==> src/rtl/tic_pkg.sv <==
package tic_pkg;
  localparam int unsigned TIC_NUM_CH = 5;
  localparam int unsigned TIC_DATA_W = 32;

  typedef enum logic {
    IRQ_LOW    = 1'b0,
    IRQ_RAISED = 1'b1
  } irq_state_e;
endpackage

==> src/rtl/tic_en_reg.sv <==
module tic_en_reg #(
  parameter int unsigned NUM_CH = 5
) (
  input  logic              clk,
  input  logic              rst_n,
  input  logic              wr_en_i,
  input  logic [NUM_CH-1:0] wr_bits_i,
  output logic [NUM_CH-1:0] en_o
);
  logic [NUM_CH-1:0] en_q;
  logic [NUM_CH-1:0] en_d;
  logic              en_ce;

  always_comb begin
    en_ce = wr_en_i;
    en_d  = wr_bits_i;
  end

  always_ff @(posedge clk or negedge rst_n) begin
    if (!rst_n) begin
      en_q <= '0;
    end else if (en_ce) begin
      en_q <= en_d;
    end
  end

  assign en_o = en_q;
endmodule

==> src/rtl/tic_chan_cell.sv <==
module tic_chan_cell
  import tic_pkg::*;
(
  input  logic clk,
  input  logic rst_n,
  input  logic expire_i,
  input  logic en_i,
  input  logic clr_i,
  output logic status_o,
  output logic irq_o
);
  logic       status_q;
  logic       status_d;
  logic       status_fall;
  irq_state_e irq_q;
  irq_state_e irq_d;

  // Status: an expiry sets it and takes priority over a clear in the same cycle.
  always_comb begin
    status_d = status_q;
    if (expire_i) begin
      status_d = 1'b1;
    end else if (clr_i) begin
      status_d = 1'b0;
    end
    status_fall = status_q & ~status_d;
  end

  // Interrupt line: only an enabled expiry raises it, only a status fall lowers it.
  always_comb begin
    irq_d = irq_q;
    if (status_fall) begin
      irq_d = IRQ_LOW;
    end else if (expire_i && en_i) begin
      irq_d = IRQ_RAISED;
    end
  end

  always_ff @(posedge clk or negedge rst_n) begin
    if (!rst_n) begin
      status_q <= 1'b0;
      irq_q    <= IRQ_LOW;
    end else begin
      status_q <= status_d;
      irq_q    <= irq_d;
    end
  end

  assign status_o = status_q;
  assign irq_o    = (irq_q == IRQ_RAISED);
endmodule

==> src/rtl/tic_rd_pack.sv <==
module tic_rd_pack #(
  parameter int unsigned NUM_CH = 5,
  parameter int unsigned DATA_W = 32
) (
  input  logic [NUM_CH-1:0] en_i,
  input  logic [NUM_CH-1:0] status_i,
  output logic [DATA_W-1:0] rd_data_o
);
  localparam int unsigned USED_W = 2 * NUM_CH;
  localparam int unsigned PAD_W  = DATA_W - USED_W;

  assign rd_data_o[NUM_CH-1:0]      = en_i;
  assign rd_data_o[USED_W-1:NUM_CH] = status_i;

  generate
    if (PAD_W > 0) begin : g_pad
      assign rd_data_o[DATA_W-1:USED_W] = '0;
    end
  endgenerate
endmodule

==> src/rtl/tic_irq_ctrl.sv <==
module tic_irq_ctrl
  import tic_pkg::*;
#(
  parameter int unsigned NUM_CH = TIC_NUM_CH,
  parameter int unsigned DATA_W = TIC_DATA_W
) (
  input  logic              clk,
  input  logic              rst_n,
  input  logic [NUM_CH-1:0] expire_i,
  input  logic              wr_en_i,
  input  logic [DATA_W-1:0] wr_data_i,
  output logic [DATA_W-1:0] rd_data_o,
  output logic [NUM_CH-1:0] irq_o
);
  localparam int unsigned ST_LSB = NUM_CH;

  logic [NUM_CH-1:0] en;
  logic [NUM_CH-1:0] status;
  logic [NUM_CH-1:0] clr;

  assign clr = wr_en_i ? wr_data_i[ST_LSB +: NUM_CH] : '0;

  tic_en_reg #(.NUM_CH(NUM_CH)) i_en_reg (
    .clk       (clk),
    .rst_n     (rst_n),
    .wr_en_i   (wr_en_i),
    .wr_bits_i (wr_data_i[NUM_CH-1:0]),
    .en_o      (en)
  );

  generate
    for (genvar ch = 0; ch < NUM_CH; ch++) begin : g_ch
      tic_chan_cell i_cell (
        .clk      (clk),
        .rst_n    (rst_n),
        .expire_i (expire_i[ch]),
        .en_i     (en[ch]),
        .clr_i    (clr[ch]),
        .status_o (status[ch]),
        .irq_o    (irq_o[ch])
      );
    end
  endgenerate

  tic_rd_pack #(.NUM_CH(NUM_CH), .DATA_W(DATA_W)) i_rd_pack (
    .en_i      (en),
    .status_i  (status),
    .rd_data_o (rd_data_o)
  );
endmodule

==> config.mk <==
export PLATFORM = sky130hd
export DESIGN_NAME = tic_irq_ctrl
export DESIGN_NICKNAME = d
export VERILOG_FILES = /design/src/rtl/tic_pkg.sv /design/src/rtl/tic_en_reg.sv /design/src/rtl/tic_chan_cell.sv /design/src/rtl/tic_rd_pack.sv /design/src/rtl/tic_irq_ctrl.sv
export SDC_FILE = /design/constraint.sdc
export NUM_CORES = 1
export LEC_CHECK = 0
export ABC_AREA = 1
export CORE_ASPECT_RATIO = 0.75
export CORE_MARGIN = 2
export CORE_UTILIZATION = 35
export DETAILED_ROUTE_END_ITERATION = 12
export GPL_TIMING_DRIVEN = 1
export PLACE_DENSITY = 0.86
export SETUP_SLACK_MARGIN = 0.4
export SLEW_MARGIN = 10
export SYNTH_ARGS = -nofsm -noshare
export SYNTH_HDL_FRONTEND = slang
export SYNTH_SLANG_ARGS = --single-unit
==> constraint.sdc <==
create_clock -name clk -period 1.3 [get_ports clk]
set_input_delay 0.325 -clock clk [delete_from_list [all_inputs] [get_ports clk]]
set_output_delay 0.325 -clock clk [all_outputs]
set_load 0.005 [all_outputs]
==> results of run 1 <==
[worst paths after layout]
path                                                         from                                end  slack [ns]  cells past startpoint
worst max-delay path                 i_en_reg.en_o[4]$_DFFE_PN0P_                       rd_data_o[4]        0.16                      1
worst min-delay path                                        rst_n  g_ch[2].i_cell.status_o$_DFF_PN0_        0.35                      2
worst max register to register  g_ch[0].i_cell.status_o$_DFF_PN0_   g_ch[0].i_cell.irq_o$_DFFE_PN0P_        0.44                      5
worst min register to register   g_ch[2].i_cell.irq_o$_DFFE_PN0P_   g_ch[2].i_cell.irq_o$_DFFE_PN0P_        0.55                      4
max in group asynchronous                                   rst_n  g_ch[0].i_cell.status_o$_DFF_PN0_        0.76                      2
min in group clk                 g_ch[2].i_cell.irq_o$_DFFE_PN0P_   g_ch[2].i_cell.irq_o$_DFFE_PN0P_        0.55                      4
[layer usage]
| metal | wire length [microns] | global-route usage [%] |
|---|---|---|
| met4 | 0 | 2.174 |
| met5 | 0 | 0 |
| met3 | 134 | 5.774 |
| met1 | 744 | 15.04 |
| met2 | 773 | 17.88 |
[layout by cell type, fill, tap and decap left out]
master / Yosys / final
sky130_fd_sc_hd__nand2_1: 35 / 35
sky130_fd_sc_hd__dlygate4sd2_1: 0 / 1
sky130_fd_sc_hd__o21ai_1: 5 / 5
sky130_fd_sc_hd__clkbuf_4: 0 / 3
sky130_fd_sc_hd__bufbuf_16: 0 / 1
sky130_fd_sc_hd__buf_2: 0 / 15
sky130_fd_sc_hd__buf_4: 38 / 13
sky130_fd_sc_hd__dfrtp_1: 15 / 15
sky130_fd_sc_hd__buf_12: 0 / 1
sky130_fd_sc_hd__inv_1: 20 / 20
sky130_fd_sc_hd__conb_1: 1 / 22
sky130_fd_sc_hd__clkdlybuf4s50_1: 0 / 16
sky130_fd_sc_hd__nand4_1: 5 / 5
sky130_fd_sc_hd__clkinv_2: 0 / 1
[sequential cells by signal, indices dropped and copies added (netlist names)]
signal                count
g_ch.i_cell.status_o      5
i_en_reg.en_o             5
g_ch.i_cell.irq_o         5
[what timing repair did]
item                       CTS  global route
resized for setup           61             0
hold endpoints to repair     0             0
setup buffers               10             1
gates cloned                 1             0
setup endpoints to repair   25            15
[cell families after synthesis]
| logic type | synth area share [%] |
|---|---|
| buffers and inverters | 39.60 |
| flip-flops | 40.00 |
| AO/OA/AOI/OAI | 2.666 |
| other | 0.3996 |
| AND/OR/NAND/NOR | 17.33 |
[worst register-to-register path, cell delays in order, from the launching register on]
cell	delay, ns
sky130_fd_sc_hd__dfrtp_1	0.38
sky130_fd_sc_hd__buf_4	0.13
sky130_fd_sc_hd__buf_4	0.12
sky130_fd_sc_hd__nand4_1	0.08
sky130_fd_sc_hd__nand2_1	0.05
sky130_fd_sc_hd__inv_1	0.04
[metrics by stage]
step | utilization (%) | cells | area [sq um] | setup WS, ns | hold slack (ns)
after floorplan | - | 141 | 1017 | 0.4803 | 0.02941
after global placement | 43.41 | 173 | 1121 | -0.004958 | 0.4773
after detailed placement | 43.41 | 173 | 1121 | -0.005523 | 0.4919
after CTS | 45.69 | 188 | 1180 | 0.1526 | 0.3532
after global routing | 45.98 | 189 | 1187 | 0.1026 | 0.3515
final | 45.98 | 189 | 1187 | 0.1598 | 0.3508
[report_power, final]
part | switching [uW] | internal [uW]
Clock | 153 | 114
Combinational | 131 | 168
Sequential | 23.5 | 516
[cell type report]
| class | count | area (sq um) | share of cell area, % |
|---|---|---|---|
| Timing Repair Buffer | 47 | 394.1 | 33.19 |
| Sequential cell | 15 | 375.4 | 31.61 |
| Multi-Input combinational cell | 67 | 270.3 | 22.76 |
| Inverter | 20 | 75.07 | 6.322 |
| Tap cell | 36 | 45.04 | 3.793 |
| Clock buffer | 3 | 22.52 | 1.897 |
| Clock inverter | 1 | 5.005 | 0.4215 |
==> reports/summary.log, run 1 <==
INFO  worst_setup_path cp_slowest_cell=sky130_fd_sc_hd__dfrtp_1
INFO  floorplanning  x_dimension_of_the_die=63.79microns
INFO  worst_setup_path arr_time_crit_path=0.82ns
INFO  routing        vias=696
INFO  routing        routed_via_density=3.683
INFO  clock_network  tritoncts_num_sinks=15
INFO  place          routabilityCongestion=0.7039
INFO  clock_network  cts_root_buffer=sky130_fd_sc_hd__clkbuf_4
INFO  synth          yosys_warns=0
INFO  clock_network  post_cts_hold_buffer_count=0
INFO  layout         fillers=274
INFO  grt            grt_antenna_before_repair=0
INFO  worst_setup_path critPathTopFamily=flip-flops
INFO  worst_setup_path path_cells=buf_2
INFO  clock_network  clock_tree.buffer_depth=2
INFO  place          placement.io_buffers=32
INFO  worst_setup_path critPathCaptureType=output pin
INFO  routing        detail_route.wirelength=1652microns
INFO  worst_setup_path crit_required=0.98ns
INFO  layout         n_antenna_cell=0
INFO  timing         timing_max_transition_violations_final=0
INFO  worst_setup_path worstSetupStartpointType=flop
INFO  timing         finalSetupTns=0ns
INFO  place          hpwlAfterDp=1156microns
INFO  synth          yosys_most_used_dff=sky130_fd_sc_hd__dfrtp_1
INFO  synth          synth_sequential_area_ratio=40.00%
INFO  power_and_ir_drop post-layout-total-power=1106uW
INFO  floorplanning  core.rowCount=16
INFO  floorplanning  die-height=48.85microns
INFO  timing         final_min_period_over_clock_period=87.71%
INFO  clock_network  cts-htree-levels=1
INFO  worst_setup_path critical-path-max-stage-delay=0.40ns
INFO  synth          synth_async_sr_flop_share=100.0%
INFO  floorplanning  die_area=3116squm
INFO  floorplanning  core_region_area=2582squm
INFO  routing        first_pass_iteration_count_of_the_detailed_router=3
INFO  grt            grt_max_degree=16
INFO  timing         fin_worst_skew=0.0006887ns
INFO  clock_network  path_clk_slew=0.10ns
INFO  status         run_status=complete, no violations
INFO  grt            track_usage=11.70%
INFO  synth          yosys_register_bits=15
INFO  timing         min_period=1.140ns
INFO  power_and_ir_drop pwr_density_cell=931.3nW/um^2
INFO  timing         final-setup-viol-count=0
INFO  routing        postRouteAntennaNets=0
INFO  synth          post-synth-top-area-cell=sky130_fd_sc_hd__dfrtp_1
INFO  timing         rsz_0062_raised_after_global_routing=true
INFO  routing        drc=0
INFO  synth          synthesis.instances=120
INFO  timing         hold_viol_final=0
INFO  grt            grt_pass1_vias=628
INFO  worst_hold_path class_of_the_worst_hold_path=input pin to async pin
INFO  clock_network  cts_made_buffers=3
INFO  timing         fmax=0.8770GHz
INFO  synth          synthMostInstantiatedCell=sky130_fd_sc_hd__buf_4
INFO  routing        drt-initial-drc-count=25
INFO  layout         area_delta_synth_final=26.53%
INFO  worst_setup_path path_class=flop to output pin
INFO  power_and_ir_drop leakage_power=0.0006776uW
INFO  layout         final_net_count=194
INFO  routing        routedWlPerCell=8.741microns
INFO  grt            first_pass_grt_wire_length=2766microns
INFO  synth          syn_avg_cell_area=7.820squm
INFO  synth          number_of_flops_mapped_to_enable_cells_by_yosys=0
INFO  floorplanning  initial_utilization=36.34%
INFO  worst_setup_path crit_buf_inv=1
INFO  synth          yosys-top-cells-count=38 x sky130_fd_sc_hd__buf_4, 35 x sky130_fd_sc_hd__nand2_1, 20 x sky130_fd_sc_hd__inv_1
INFO  synth          netlist-cell-type-count=8
INFO  clock_network  later_pin_clock_latency_in_the_skew_report=0.28ns
INFO  clock_network  tritoncts=built
INFO  synth          synth_area=938.4squm
INFO  synth          fraction_of_synthesized_cell_area_taken_by_the_top_area_cell_type=40.00%
INFO  worst_setup_path crit_path_max_fanout=2
INFO  layout         layout_cells_sized_above_1=22.22%
INFO  floorplanning  io_pins=77
INFO  grt            gr-total-overflow=0
INFO  synth          ys_top_cells_by_area=sky130_fd_sc_hd__dfrtp_1 40%, sky130_fd_sc_hd__buf_4 30%, sky130_fd_sc_hd__nand2_1 14%
INFO  power_and_ir_drop vdd_drop_max=0.0005307V
INFO  run            maxcap_viol_count=0
No activity file was read; power rests on OpenSTA's default activity.
==> inputs of run 2 (changes only) <==
--- a/config.mk
+++ b/config.mk
@@ -13,6 +13,7 @@
 export GPL_TIMING_DRIVEN = 1
 export PLACE_DENSITY = 0.86
 export SETUP_SLACK_MARGIN = 0.4
+export SKIP_CTS_REPAIR_TIMING = 1
 export SLEW_MARGIN = 10
 export SYNTH_ARGS = -nofsm -noshare
 export SYNTH_HDL_FRONTEND = slang
==> reports/summary.log, run 2 (synthesis gave the netlist of run 1 again) <==
INFO  power_and_ir_drop fraction_of_power_consumed_by_combinational_cells=26.0% [was 27.1%]
INFO  floorplanning  die-height=48.85microns [unchanged]
INFO  timing         fin_worst_skew=0.0005312ns [was 0.0006887 ns]
INFO  clock_network  path_clk_slew=0.10ns [about the same]
INFO  worst_setup_path critical-path-max-stage-delay=0.41ns [was 0.40 ns]
INFO  timing         hold_viol_final=0 [unchanged]
INFO  layout         area_delta_synth_final=24.53% [was 26.53%]
INFO  clock_network  cts_root_buffer=sky130_fd_sc_hd__clkbuf_4 [unchanged]
INFO  clock_network  tritoncts=built [unchanged]
INFO  routing        detail_route.wirelength=1593microns [was 1652 microns]
INFO  routing        postRouteAntennaNets=0 [unchanged]
INFO  grt            first_pass_grt_wire_length=2518microns [was 2766 microns]
INFO  timing         final-setup-viol-count=0 [unchanged]
INFO  layout         layout_cells_sized_above_1=21.19% [was 22.22%]
INFO  worst_setup_path path_class=flop to output pin [unchanged]
INFO  worst_hold_path class_of_the_worst_hold_path=input pin to async pin [unchanged]
INFO  grt            track_usage=10.42% [was 11.70%]
INFO  place          routabilityCongestion=0.7039 [unchanged]
INFO  grt            grt_antenna_before_repair=0 [unchanged]
INFO  worst_setup_path cp_slowest_cell=sky130_fd_sc_hd__dfrtp_1 [unchanged]
INFO  status         run_status=complete, no violations [unchanged]
INFO  layout         final_cell_mix=35 x sky130_fd_sc_hd__nand2_1, 22 x sky130_fd_sc_hd__conb_1, 20 x sky130_fd_sc_hd__inv_1 [unchanged]
INFO  grt            gr-total-overflow=0 [unchanged]
INFO  routing        first_pass_iteration_count_of_the_detailed_router=2 [was 3]
INFO  floorplanning  initial_utilization=36.34% [unchanged]
INFO  floorplanning  die_area=3116squm [unchanged]
INFO  power_and_ir_drop p_int=787.7uW [was 798.1 uW]
INFO  layout         final-seq-area=375.4squm [unchanged]
INFO  place          detailed_place.area=1121squm [unchanged]
INFO  worst_setup_path path_cells=clkbuf_2 [was buf_2]
INFO  timing         finalSetupTns=0ns [unchanged]
INFO  clock_network  cts-htree-levels=1 [unchanged]
INFO  layout         multi_input_comb_area=270.3squm [unchanged]
INFO  worst_setup_path crit_start=i_en_reg.en_o[0]$_DFFE_PN0P_ [was i_en_reg.en_o[4]$_DFFE_PN0P_]
INFO  power_and_ir_drop leakage_power=0.0006764uW [was 0.0006776 uW]
INFO  floorplanning  io_pins=77 [unchanged]
INFO  power_and_ir_drop power.share.clock=24.6% [was 24.1%]
INFO  worst_setup_path worstSetupStartpointType=flop [unchanged]
INFO  floorplanning  core.rowCount=16 [unchanged]
INFO  routing        routedWlPerCell=8.519microns [was 8.741 microns]
INFO  worst_setup_path r2r_start=i_en_reg.en_o[4]$_DFFE_PN0P_ [was g_ch[0].i_cell.status_o$_DFF_PN0_]
INFO  timing         rsz_0062_raised_after_global_routing=true [unchanged]
INFO  floorplanning  core_region_area=2582squm [unchanged]
INFO  grt            grt_pass1_vias=575 [was 628]
INFO  timing         fmax=0.8818GHz [was 0.8770 GHz]
INFO  layout         final_net_count=192 [was 194]
INFO  power_and_ir_drop p_sw=310.3uW [was 307.7 uW]
INFO  routing        drt-initial-drc-count=14 [was 25]
INFO  worst_setup_path crit_buf_inv=1 [unchanged]
INFO  clock_network  later_pin_clock_latency_in_the_skew_report=0.28ns [about the same]
INFO  clock_network  clock_tree.buffer_depth=2 [unchanged]
INFO  layout         final_cell_area=1169squm [was 1187 sq um]
INFO  place          hpwlAfterDp=1156microns [unchanged]
INFO  worst_setup_path crit_path_max_fanout=3 [was 2]
INFO  worst_setup_path critPathCaptureType=output pin [unchanged]
INFO  power_and_ir_drop post-layout-total-power=1098uW [was 1106 uW]
INFO  routing        drc=0 [unchanged]
INFO  power_and_ir_drop pwr_density_cell=939.5nW/um^2 [was 931.3 nW/um^2]
INFO  timing         min_period=1.134ns [was 1.140 ns]
INFO  timing         timing_max_transition_violations_final=0 [unchanged]
INFO  timing         final_min_period_over_clock_period=87.23% [was 87.71%]
INFO  layout         layout.cells.most_common=sky130_fd_sc_hd__nand2_1 [unchanged]
INFO  clock_network  tritoncts_num_sinks=15 [unchanged]
INFO  layout         n_antenna_cell=0 [unchanged]
INFO  worst_setup_path crit_required=0.98ns [about the same]
INFO  grt            grt_max_degree=21 [was 16]
INFO  clock_network  cts_made_buffers=3 [unchanged]
INFO  routing        routed_via_density=3.679 [was 3.683]
INFO  worst_setup_path critPathTopFamily=flip-flops [unchanged]
INFO  floorplanning  x_dimension_of_the_die=63.79microns [unchanged]
INFO  run            maxcap_viol_count=0 [unchanged]
INFO  power_and_ir_drop power.sequential.fraction=49.4% [was 48.8%]
INFO  worst_setup_path arr_time_crit_path=0.81ns [was 0.82 ns]
INFO  layout         fillers=267 [was 274]
INFO  power_and_ir_drop switching_share=28.26% [was 27.83%]
INFO  power_and_ir_drop vdd_drop_max=0.0005158V [was 0.0005307 V]
INFO  routing        vias=688 [was 696]
INFO  place          placement.io_buffers=32 [unchanged]
==> run 2: cell count changes in the layout (fill, tap and decap cells not counted), sizes merged <==
cell / previous run / this run
bufbuf: 1 / 0
dlygate4sd2: 1 / 0
buf: 29 / 12
dlymetal6s2s: 0 / 1
clkbuf: 3 / 19
==> run 2: worst paths after layout <==
kind                                                endpoint  slack [ns]  cells past startpoint
setup / recovery                                rd_data_o[0]        0.17                      1
hold / removal             g_ch[2].i_cell.status_o$_DFF_PN0_        0.35                      2
setup reg to reg                i_en_reg.en_o[4]$_DFFE_PN0P_        0.45                      4
hold reg to reg                 i_en_reg.en_o[3]$_DFFE_PN0P_        0.54                      2
max in group asynchronous   g_ch[3].i_cell.irq_o$_DFFE_PN0P_        0.77                      2
min in group clk                i_en_reg.en_o[1]$_DFFE_PN0P_        0.53                      3
==> run 2: area by class of cell <==
class / count / area share [%]
Tap cell: 36 / 3.854
Sequential cell: 15 / 32.12
Inverter: 20 / 6.424
Timing Repair Buffer: 45 / 32.12
Clock inverter: 1 / 0.4283
Multi-Input combinational cell: 67 / 23.13
Clock buffer: 3 / 1.927
==> run 2: power groups by stage <==
stage               combinational, uW  sequential (uW)  clock (uW)
floorplan                         223              550           0
global placement                  287              556           0
detailed placement                291              557           0
CTS                               293              548         283
global route                      327              549         316
finish                            285              543         270
==> run 2: metal layers <==
metal	routed length, microns	up-vias	global-route usage (%)
li1	-	359	-
met1	711	302	13.01
met2	739	27	15.63
met3	141	0	6.005
met4	0	0	2.174
met5	0	-	0
==> run 2: per-stage QoR <==
| stage | hold WS [ns] | std cells | worst slack [ns] | utilization (%) |
|---|---|---|---|---|
| 2_1_floorplan | 0.02941 | 141 | 0.4803 | - |
| 4_1_cts | 0.3532 | 177 | -0.2277 | 44.48 |
| 6_report | 0.3492 | 187 | 0.1660 | 45.25 |
| 3_3_place_gp | 0.4773 | 173 | -0.004958 | 43.41 |
| 5_1_grt | 0.3553 | 187 | 0.1142 | 45.25 |
| 3_5_place_dp | 0.4919 | 173 | -0.005523 | 43.41 |
